**config.mk**
```make
export PLATFORM = sky130hd
export DESIGN_NAME = tw_ctrl_slave
export DESIGN_NICKNAME = d
export VERILOG_FILES = /design/src/rtl/tw_ctrl_pkg.sv /design/src/rtl/tw_line_sync.sv /design/src/rtl/tw_addr_decode.sv /design/src/rtl/tw_tx_shift.sv /design/src/rtl/tw_ctrl_slave.sv
export SDC_FILE = /design/constraint.sdc
export NUM_CORES = 1
export LEC_CHECK = 0
export ABC_AREA = 1
export BUFFER_PORTS_ARGS = -buffer_cell sky130_fd_sc_hd__buf_2
export CAP_MARGIN = 20
export CORE_ASPECT_RATIO = 1.75
export CORE_MARGIN = 10
export CORE_UTILIZATION = 45
export CTS_CLUSTER_DIAMETER = 50
export DETAILED_ROUTE_END_ITERATION = 10
export GPL_ROUTABILITY_DRIVEN = 0
export GPL_TIMING_DRIVEN = 0
export PLACE_DENSITY = 0.72
export SLEW_MARGIN = 20
export SYNTH_ARGS = -nofsm -noshare
export SYNTH_HDL_FRONTEND = slang
export SYNTH_SLANG_ARGS = --single-unit
```
**constraint.sdc**
```tcl
create_clock -name clk -period 2.3 [get_ports clk]
set_input_delay 0.46 -clock clk [delete_from_list [all_inputs] [get_ports clk]]
set_output_delay 0.46 -clock clk [all_outputs]
set_load 0.03 [all_outputs]
```
**src/rtl/tw_ctrl_pkg.sv**
```systemverilog
package tw_ctrl_pkg;

   localparam int unsigned BYTE_W = 8;

   // transfer codes carried in selection-byte bits 1:0
   localparam logic [1:0] CODE_WRITE = 2'b10;
   localparam logic [1:0] CODE_READ  = 2'b11;

   typedef enum logic [1:0] {
      XFER_NONE,
      XFER_WRITE,
      XFER_READ
   } xfer_e;

   typedef enum logic [2:0] {
      SES_IDLE,
      SES_REGSEL,
      SES_WDATA,
      SES_RDOUT,
      SES_DONE
   } ses_e;

endpackage

```
**src/rtl/tw_line_sync.sv**
```systemverilog
module tw_line_sync #(
   parameter int unsigned WIDTH  = 3,
   parameter int unsigned STAGES = 2
) (
   input  logic             clk,
   input  logic             rst_n,
   input  logic [WIDTH-1:0] din_i,
   output logic [WIDTH-1:0] lvl_o
);

   if (STAGES < 2) begin : g_bad_stages
      $error("tw_line_sync: STAGES must be at least 2");
   end

   for (genvar s = 0; s < STAGES; s++) begin : g_st
      logic [WIDTH-1:0] q;
      if (s == 0) begin : g_first
         always_ff @(posedge clk or negedge rst_n) begin
            if (!rst_n) q <= '0;
            else        q <= din_i;
         end
      end else begin : g_next
         always_ff @(posedge clk or negedge rst_n) begin
            if (!rst_n) q <= '0;
            else        q <= g_st[s-1].q;
         end
      end
   end

   assign lvl_o = g_st[STAGES-1].q;

endmodule

```
**src/rtl/tw_addr_decode.sv**
```systemverilog
module tw_addr_decode
   import tw_ctrl_pkg::*;
#(
   parameter int unsigned          SEL_W    = 2,
   parameter int unsigned          DEV_HI_W = 4,
   parameter logic [DEV_HI_W-1:0]  DEV_HI   = 4'b0001
) (
   input  logic [BYTE_W-1:0] byte_i,
   input  logic [SEL_W-1:0]  sel_i,
   output xfer_e             xfer_o
);

   if (SEL_W + DEV_HI_W + 2 != BYTE_W) begin : g_bad_split
      $error("tw_addr_decode: address fields must fill one byte");
   end

   logic hit;
   assign hit = (byte_i[BYTE_W-1 -: DEV_HI_W] == DEV_HI) &&
                (byte_i[2 +: SEL_W] == sel_i);

   always_comb begin
      xfer_o = XFER_NONE;
      if (hit) begin
         case (byte_i[1:0])
            CODE_WRITE: xfer_o = XFER_WRITE;
            CODE_READ:  xfer_o = XFER_READ;
            default:    xfer_o = XFER_NONE;
         endcase
      end
   end

endmodule

```
**src/rtl/tw_tx_shift.sv**
```systemverilog
module tw_tx_shift #(
   parameter int unsigned WIDTH = 24,
   parameter logic        FILL  = 1'b1
) (
   input  logic             clk,
   input  logic             rst_n,
   input  logic             load_i,
   input  logic [WIDTH-1:0] load_val_i,
   input  logic             shift_i,
   output logic             bit_o
);

   if (WIDTH < 2) begin : g_bad_width
      $error("tw_tx_shift: WIDTH must be at least 2");
   end

   logic [WIDTH-1:0] tx_q;

   always_ff @(posedge clk or negedge rst_n) begin
      if (!rst_n)       tx_q <= '1;
      else if (load_i)  tx_q <= load_val_i;
      else if (shift_i) tx_q <= {FILL, tx_q[WIDTH-1:1]};
   end

   assign bit_o = tx_q[0];

endmodule

```
**src/rtl/tw_ctrl_slave.sv**
```systemverilog
module tw_ctrl_slave
   import tw_ctrl_pkg::*;
#(
   parameter int unsigned          DATA_W      = 16,
   parameter int unsigned          REG_AW      = 7,
   parameter int unsigned          SEL_W       = 2,
   parameter int unsigned          DEV_HI_W    = 4,
   parameter logic [DEV_HI_W-1:0]  DEV_HI      = 4'b0001,
   parameter int unsigned          SYNC_STAGES = 2
) (
   input  logic              clk,
   input  logic              rst_n,
   input  logic              ser_clk_i,
   input  logic              ser_mode_i,
   input  logic              ser_dat_i,
   output logic              ser_dat_o,
   output logic              ser_dat_oe,
   input  logic [SEL_W-1:0]  dev_sel_i,
   output logic              wr_stb_o,
   output logic [REG_AW-1:0] wr_reg_o,
   output logic [DATA_W-1:0] wr_data_o,
   output logic              rd_req_o,
   output logic [REG_AW-1:0] rd_reg_o,
   input  logic [DATA_W-1:0] rd_data_i,
   input  logic              rd_valid_i
);

   localparam int unsigned DATA_BYTES = DATA_W / BYTE_W;
   localparam int unsigned TX_W       = DATA_W + BYTE_W;
   localparam int unsigned BCNT_W     = $clog2(BYTE_W + 1);
   localparam int unsigned DBC_W      = (DATA_BYTES > 1) ? $clog2(DATA_BYTES) : 1;

   if (DATA_W % BYTE_W != 0 || DATA_W < BYTE_W) begin : g_bad_data
      $error("tw_ctrl_slave: DATA_W must be a whole number of bytes");
   end
   if (REG_AW + 1 != BYTE_W) begin : g_bad_reg
      $error("tw_ctrl_slave: register number plus flag must fill one byte");
   end

   // ---------------- line synchronisation and edges ----------------
   logic [2:0] sync_lvl;
   logic       sclk_l, mode_l, dat_l;
   logic       sclk_q, mode_q;
   logic       sclk_rise, sclk_fall, mode_rise, mode_fall;

   tw_line_sync #(.WIDTH(3), .STAGES(SYNC_STAGES)) u_sync (
      .clk   (clk),
      .rst_n (rst_n),
      .din_i ({ser_dat_i, ser_mode_i, ser_clk_i}),
      .lvl_o (sync_lvl)
   );

   assign sclk_l = sync_lvl[0];
   assign mode_l = sync_lvl[1];
   assign dat_l  = sync_lvl[2];

   always_ff @(posedge clk or negedge rst_n) begin
      if (!rst_n) begin
         sclk_q <= 1'b0;
         mode_q <= 1'b0;
      end else begin
         sclk_q <= sclk_l;
         mode_q <= mode_l;
      end
   end

   assign sclk_rise = sclk_l & ~sclk_q;
   assign sclk_fall = ~sclk_l & sclk_q;
   assign mode_rise = mode_l & ~mode_q;
   assign mode_fall = ~mode_l & mode_q;

   // ---------------- receive path ----------------
   logic              awake;
   ses_e              ses;
   logic [BCNT_W-1:0] bit_cnt;
   logic [BYTE_W-2:0] rx_hold;
   logic [BYTE_W-1:0] byte_full;
   logic              last_bit;
   logic              take_bit;
   xfer_e             xfer;
   logic [DBC_W-1:0]  dbyte_cnt;
   logic [REG_AW-1:0] wr_reg_pend;
   logic [REG_AW-1:0] prep_reg;
   logic [DATA_W-1:0] acc_next;
   logic              acc_en;
   logic              wr_stb_q, rd_req_q, oe_q;
   logic [REG_AW-1:0] wr_reg_q;
   logic [DATA_W-1:0] wr_data_q;

   assign byte_full = {dat_l, rx_hold};
   assign last_bit  = (bit_cnt == BCNT_W'(BYTE_W - 1));
   assign take_bit  = sclk_rise & ~mode_rise & ~mode_fall & awake;
   assign acc_en    = take_bit & mode_l & last_bit & (ses == SES_WDATA);

   tw_addr_decode #(.SEL_W(SEL_W), .DEV_HI_W(DEV_HI_W), .DEV_HI(DEV_HI)) u_dec (
      .byte_i (byte_full),
      .sel_i  (dev_sel_i),
      .xfer_o (xfer)
   );

   // value assembly: bytes arrive most significant first
   if (DATA_BYTES > 1) begin : g_multi
      logic [DATA_W-BYTE_W-1:0] acc_q;
      always_ff @(posedge clk or negedge rst_n) begin
         if (!rst_n)      acc_q <= '0;
         else if (acc_en) acc_q <= acc_next[DATA_W-BYTE_W-1:0];
      end
      assign acc_next = {acc_q, byte_full};
   end else begin : g_single
      assign acc_next = byte_full;
   end

   always_ff @(posedge clk or negedge rst_n) begin
      if (!rst_n) begin
         awake       <= 1'b0;
         ses         <= SES_IDLE;
         bit_cnt     <= '0;
         rx_hold     <= '0;
         dbyte_cnt   <= '0;
         wr_reg_pend <= '0;
         prep_reg    <= '0;
         wr_stb_q    <= 1'b0;
         rd_req_q    <= 1'b0;
         oe_q        <= 1'b0;
         wr_reg_q    <= '0;
         wr_data_q   <= '0;
      end else begin
         wr_stb_q <= 1'b0;
         rd_req_q <= 1'b0;
         if (mode_fall) begin
            ses     <= SES_IDLE;
            bit_cnt <= '0;
            oe_q    <= 1'b0;
         end else if (mode_rise) begin
            bit_cnt <= '0;
            if (ses == SES_RDOUT) oe_q <= 1'b1;
         end else if (sclk_rise && !awake) begin
            awake <= 1'b1;
         end else if (take_bit) begin
            rx_hold <= byte_full[BYTE_W-1:1];
            if (!mode_l) begin
               // selection phase: exactly one byte counts
               if (bit_cnt < BCNT_W'(BYTE_W)) bit_cnt <= bit_cnt + 1'b1;
               if (last_bit) begin
                  case (xfer)
                     XFER_WRITE: ses <= SES_REGSEL;
                     XFER_READ: begin
                        ses      <= SES_RDOUT;
                        rd_req_q <= 1'b1;
                     end
                     default:    ses <= SES_IDLE;
                  endcase
               end
            end else begin
               bit_cnt <= last_bit ? '0 : bit_cnt + 1'b1;
               if (last_bit) begin
                  case (ses)
                     SES_REGSEL: begin
                        if (!byte_full[0]) begin
                           wr_reg_pend <= byte_full[BYTE_W-1:1];
                           dbyte_cnt   <= '0;
                           ses         <= SES_WDATA;
                        end else begin
                           prep_reg <= byte_full[BYTE_W-1:1];
                           ses      <= SES_DONE;
                        end
                     end
                     SES_WDATA: begin
                        if (dbyte_cnt == DBC_W'(DATA_BYTES - 1)) begin
                           wr_stb_q  <= 1'b1;
                           wr_reg_q  <= wr_reg_pend;
                           wr_data_q <= acc_next;
                           ses       <= SES_DONE;
                        end else begin
                           dbyte_cnt <= dbyte_cnt + 1'b1;
                        end
                     end
                     default: ;
                  endcase
               end
            end
         end
      end
   end

   // ---------------- transmit path ----------------
   logic [TX_W-1:0] tx_load;

   assign tx_load[0]          = ~rd_valid_i;
   assign tx_load[BYTE_W-1:1] = prep_reg;
   for (genvar k = 0; k < DATA_BYTES; k++) begin : g_txb
      assign tx_load[BYTE_W*(k+1) +: BYTE_W] = rd_data_i[DATA_W-1-BYTE_W*k -: BYTE_W];
   end

   tw_tx_shift #(.WIDTH(TX_W), .FILL(1'b1)) u_tx (
      .clk        (clk),
      .rst_n      (rst_n),
      .load_i     (rd_req_q),
      .load_val_i (tx_load),
      .shift_i    (sclk_fall & mode_l & oe_q),
      .bit_o      (ser_dat_o)
   );

   assign ser_dat_oe = oe_q;
   assign wr_stb_o   = wr_stb_q;
   assign wr_reg_o   = wr_reg_q;
   assign wr_data_o  = wr_data_q;
   assign rd_req_o   = rd_req_q;
   assign rd_reg_o   = prep_reg;

endmodule

```
======== After elaboration in Yosys (flattened, before gate mapping) ========
Index checks and enable logic that the tools add are counted.
storage, ports and cells
  flip-flop bits (word level) ............. 96
  input bits .............................. 24
  logic and storage cells ................. 121
cells by class
  add/sub/neg operators ................... 2
  $lt $le $gt $ge ......................... 1
  eq/ne operators ......................... 16
  muxes and demuxes ....................... 43
  bitwise logic cells ..................... 21
  reductions and logical operators ........ 20
operators with widths
  operator               number
  $mux W24               2
  $reduce_and A8 Y1      4
  $mux W4                7
  $mux W3                9
  $mux W1                20
  $and A1 B1 Y1          12
  $reduce_bool A2 Y1     6
  $not A1 Y1             9
  $ne A4 B4 Y1 const B   2
  $pmux W2 S2            2
  $eq A2 B2 Y1 const B   3
  $eq A3 B2 Y1 const B   2
  $pmux W3 S2            1
  $reduce_and A3 Y1      2
  $reduce_and A6 Y1      1
  $add A4 B1 Y4 const B  1
  $eq A4 B1 Y1 const B   1
  $eq A4 B3 Y1 const B   1
  $lt A4 B4 Y1 const B   1
  $ne A2 B2 Y1 const B   2
  $reduce_and A4 Y1      1
  $reduce_bool A4 Y1     1
  $eq A3 B1 Y1 const B   1
  $ne A3 B3 Y1 const B   1
  other kinds (10)       11

======== Depth between registers and ports, before layout ========
  depth after elaboration ................. 11
  gate-level depth with buffers ........... 11
  mapped depth without buffers ............ 10

======== Hierarchy ========
Synthesis repeated with hierarchy kept, for this count alone.
second synthesis, totals
  cell total of the unflattened synthesis .. 459
  area, all modules ....................... 4225.3 sq um
modules (own cells, without submodules)
  module          instances  cells each  area an instance (sq um)  sequential area each (sq um)
  tw_ctrl_slave   1          305         2855.2                    1651.6
  tw_tx_shift     1          130         1146.1                    630.6
  tw_line_sync    1          6           150.1                     150.1
  tw_addr_decode  1          18          73.8                      0.0

======== Worst setup path after synthesis ========
No wires, ideal clock.
  kind .................................... register to register
  start point ............................. register u_sync.g_st[1].q[1] (netlist: u_sync.lvl_o[1])
  end point ............................... register wr_data_q[13] (netlist: wr_data_o[13])
  library setup time ...................... 117 ps
  data arrival time ....................... 1685 ps
  required time ........................... 2183 ps
  slack ................................... 497 ps
  cell stages (with the launch flop) ...... 11
  path buffers ............................ 2
  period minus slack after synthesis ...... 1803 ps
  cell sequence ........................... dfrtp_1 buf_4 inv_1 ha_1 nor2_4 nand3_2 nor2_1 nand3_1 clkbuf_1 nand2_1 nand2_1
between the ends
  longest elaborated chain between the ends .. 6
  elaborated cells on any way between the ends .. 9
  those cells by class .................... 8 x bitwise; 1 x reduce/logical
RTL lines
  item                                                          line                                      source
  start: declaration                                            tw_line_sync.sv:16                        logic [WIDTH-1:0] q;
  start signal: assignment                                      tw_line_sync.sv:25                        else q <= g_st[s-1].q;
  $and A1 B1 Y1 or $not A1 Y1 (tied branches)                   tw_ctrl_slave.sv:69, tw_ctrl_slave.sv:70
  $not A1 Y1 (no source line) or $and A1 B1 Y1 (tied branches)  -
  $and A1 B1 Y1 or $not A1 Y1 (tied branches)                   -
  $and A1 B1 Y1 (2 in a row)                                    tw_ctrl_slave.sv:92                       assign take_bit = sclk_rise & ~mode_rise & ~mode_fall & awake;
  $reduce_and A8 Y1 (no source line) *                          -
  end signal: assignment                                        tw_ctrl_slave.sv:172                      wr_data_q <= acc_next;
  end: declaration                                              tw_ctrl_slave.sv:88                       logic [DATA_W-1:0] wr_data_q;
Every way passes the cells marked *; elsewhere a longest branch is shown, timed or not.
A chain may end at the register's enable or synchronous reset.

======== Worst setup path in the final report ========
  start point ............................. register u_sync.g_st[1].q[1] (netlist: u_sync.lvl_o[1])
  end point ............................... register wr_data_q[5] (netlist: wr_data_o[5])
Same word-level chain as after synthesis.

==> impl_metrics.ini <==
[cts]
clkSlewWorstSetupHoldPaths_ns = 0.06
cts_sinks = 96
cts_root_buf = clkbuf_16
cts-resized-gates = 0
cts_buffers = 9
clock_latency_ns = 0.34
cts_buffer_depth = 2
cts_htree_levels = 3
cts_tree = yes
post_cts_buffers = 0
hold_buffers = 0

[setup_path]
path_class = flop to flop
required_ns = 2.52
cpMaxStageDelayCell = ha_2
crit_top_cell = inv_1
critPathTopFamily = buffers and inverters
cp_max_fo = 10
cp.arrival_ns = 2.36
crit_buf_inv = 4
reg2reg_from = u_sync.lvl_o[1]
cpPeakStageDelay_ns = 0.44
rr_worst_depth = 9
r2r-end = wr_data_o[5]
crit_chain = buf_4, inv_1, ha_2, inv_1, nor2_1, nand3_1, buf_2, nand2_1, o21ai_1
reg2reg_slack_ns = 0.17
crit_path_start_kind = flop
end_kind = flop

[die]
rows = 46
coreArea_um2 = 9094
die_w_um = 92.97
num_io_pins = 58
die_h_um = 147.7
start_util = 0.4611
die_area_um2 = 13730

[final_layout]
diodes = 0
final_area_um2 = 4970
finish.utilization = 0.5465
syn_to_final_growth_pct = 18.53
final_nets = 552
final_cells = 649
drive_above_1_share = 0.2344

[global_routing]
grt_pass1_vias = 3489
grt_util_all_layers = 0.1483
antenna_found_initial = 0
grt_max_degree = 51
grt_pass1_wl_um = 16420
overflow = 0

[yosys]
yosysMostFrequentCell = nand2_1
yosys_register_bits = 96
syn-num-nets = 483
synthFlopType = dfrtp_1
yosysSeqAreaShare = 0.5801
synth.top_cell.area_share = 0.4297
yosys-top-cells-area = dfrtp_1 43%, dfstp_2 15%, nand2_1 14%
ys_async_sr_fraction = 1.000
netlist_instances = 455
synth_top_area_cell = dfrtp_1
synth_area_per_cell_um2 = 9.215
synth_commonest_cells = 160 x nand2_1, 72 x dfrtp_1, 54 x nand3_1
yosysWarnings = 0
synth_area_um2 = 4193
yosys.cell_types.count = 31
synth_edf_count = 0

[routing]
first_iter_violations = 218
num_vias = 3358
avgRoutedWirePerCell_um = 15.09
drt_pass1_iterations = 5
routed_via_density = 5.174
wirelength_um = 9796
drcViolationCount = 0
ant_nets = 0

[placement]
io_buffers = 57
placed_area_um2 = 4662
placed_cells = 633
hpwl_um = 7144
dp_slack_ns = 0.07204

[job]
drv_cap = 0

[sta]
fmax_mhz = 469.1
finClkSkew_ns = 0.007558
report.final.slew_viol_count = 0
setup_ws_ns = 0.1684
finalCritPeriodShare = 0.9268
finalSetupViolCount = 0
rsz0062_at_grt = no
min_period_ns = 2.132
relSlewSlack = 0.6835
tns_ns = 0
worst_pin_slew_ns = 0.4748
hold_viol_final = 0

[worst_hold_path]
hold_path.class = input port to async pin

[pwr]
p_leak_nw = 2.508
p_per_area_nw_per_um2 = 825.2
peakVddDrop_mv = 0.4335

[status]
status = completed
-- where the power goes --
part	switching [W]	internal (W)
combinational	0.000288	0.000190
clock	0.000612	0.000841
sequential	0.000151	0.00202
-- cells in the final DEF, fill, tap and decap left out, types with 6 or more instances in the layout --
cell type  Yosys  layout
o21ai_1       16      16
o21ai_0       17      17
clkbuf_16      0       9
nand2_1      160     160
clkbuf_1       5       6
o211ai_1       8       8
buf_2          4      61
inv_1         35      35
nand3_1       54      52
dfstp_2       24      24
dfrtp_1       72      72
nor2_4         6       6
a22oi_1       10      10
nor2_1        11      11
-- through the flow --
| step | hold WS (ns) | total power (W) |
|---|---|---|
| after detailed placement | 0.3355 | 0.002670 |
| after CTS | 0.05315 | 0.004131 |
| after global routing | 0.06789 | 0.004296 |
| final | 0.04064 | 0.004101 |
| after floorplan | 0.1644 | 0.002488 |
| after global placement | 0.3347 | 0.002630 |
-- metal layers --
metal / track usage / up-vias / routed length [um]
li1: - / 1614 / -
met3: 0.03854 / 23 / 448
met4: 0.06744 / 0 / 234
met2: 0.2592 / 98 / 5170
met1: 0.1621 / 1623 / 3943
met5: 0 / - / 0
-- area by class of cell --
class | instances | area (um^2)
multi-input combinational | 309 | 1560
clock buffer | 11 | 232.7
fill | 867 | 4124
sequential | 96 | 2432
inverter | 36 | 135.1
timing repair buffer | 58 | 319.1
buffer | 14 | 85.08
tap | 120 | 150.1
clock inverter | 5 | 55.05
-- worst reg2reg max path, stage by stage (launching register included) --
cell	delay, ns
dfrtp_1	0.37
buf_4	0.19
inv_1	0.15
ha_2	0.44
inv_1	0.14
nor2_1	0.15
nand3_1	0.19
buf_2	0.25
nand2_1	0.07
o21ai_1	0.06
-- flip-flops by register name (all words and copies together) (netlist names) --
name / flops
rx_hold: 7
bit_cnt: 4
g_multi.acc_q: 8
ser_dat_oe: 1
wr_data_o: 16
dbyte_cnt: 1
wr_reg_pend: 7
sclk_q: 1
awake: 1
rd_reg_o: 7
ses: 3
rd_req_o: 1
wr_stb_o: 1
mode_q: 1
u_tx.tx_q: 24
u_sync.lvl_o: 3
u_sync.g_st.q: 3
wr_reg_o: 7
-- logic make-up after synthesis --
| logic type | count (synthesis) | synth area share |
|---|---|---|
| compound gates | 54 | 0.07520 |
| flops | 96 | 0.5801 |
| simple gates | 247 | 0.2719 |
| mux | 1 | 0.002387 |
| buf+inv | 50 | 0.05222 |
| fa+ha+maj | 4 | 0.01194 |
| xor+xnor | 3 | 0.006268 |
-- worst max-delay path by stage --
stage                    startpoint            end  slack [ns]  depth (start not counted)
floorplan           u_sync.lvl_o[1]  wr_data_o[13]        0.50                         10
global placement              rst_n    wr_reg_o[5]       -0.12                          1
detailed placement  u_sync.lvl_o[1]    wr_reg_o[5]        0.07                         10
CTS                 u_sync.lvl_o[1]    wr_reg_o[5]        0.06                         10
global route        u_sync.lvl_o[1]    wr_reg_o[5]        0.03                         10
finish              u_sync.lvl_o[1]   wr_data_o[5]        0.17                          9
(Power assumes the default switching activity.)
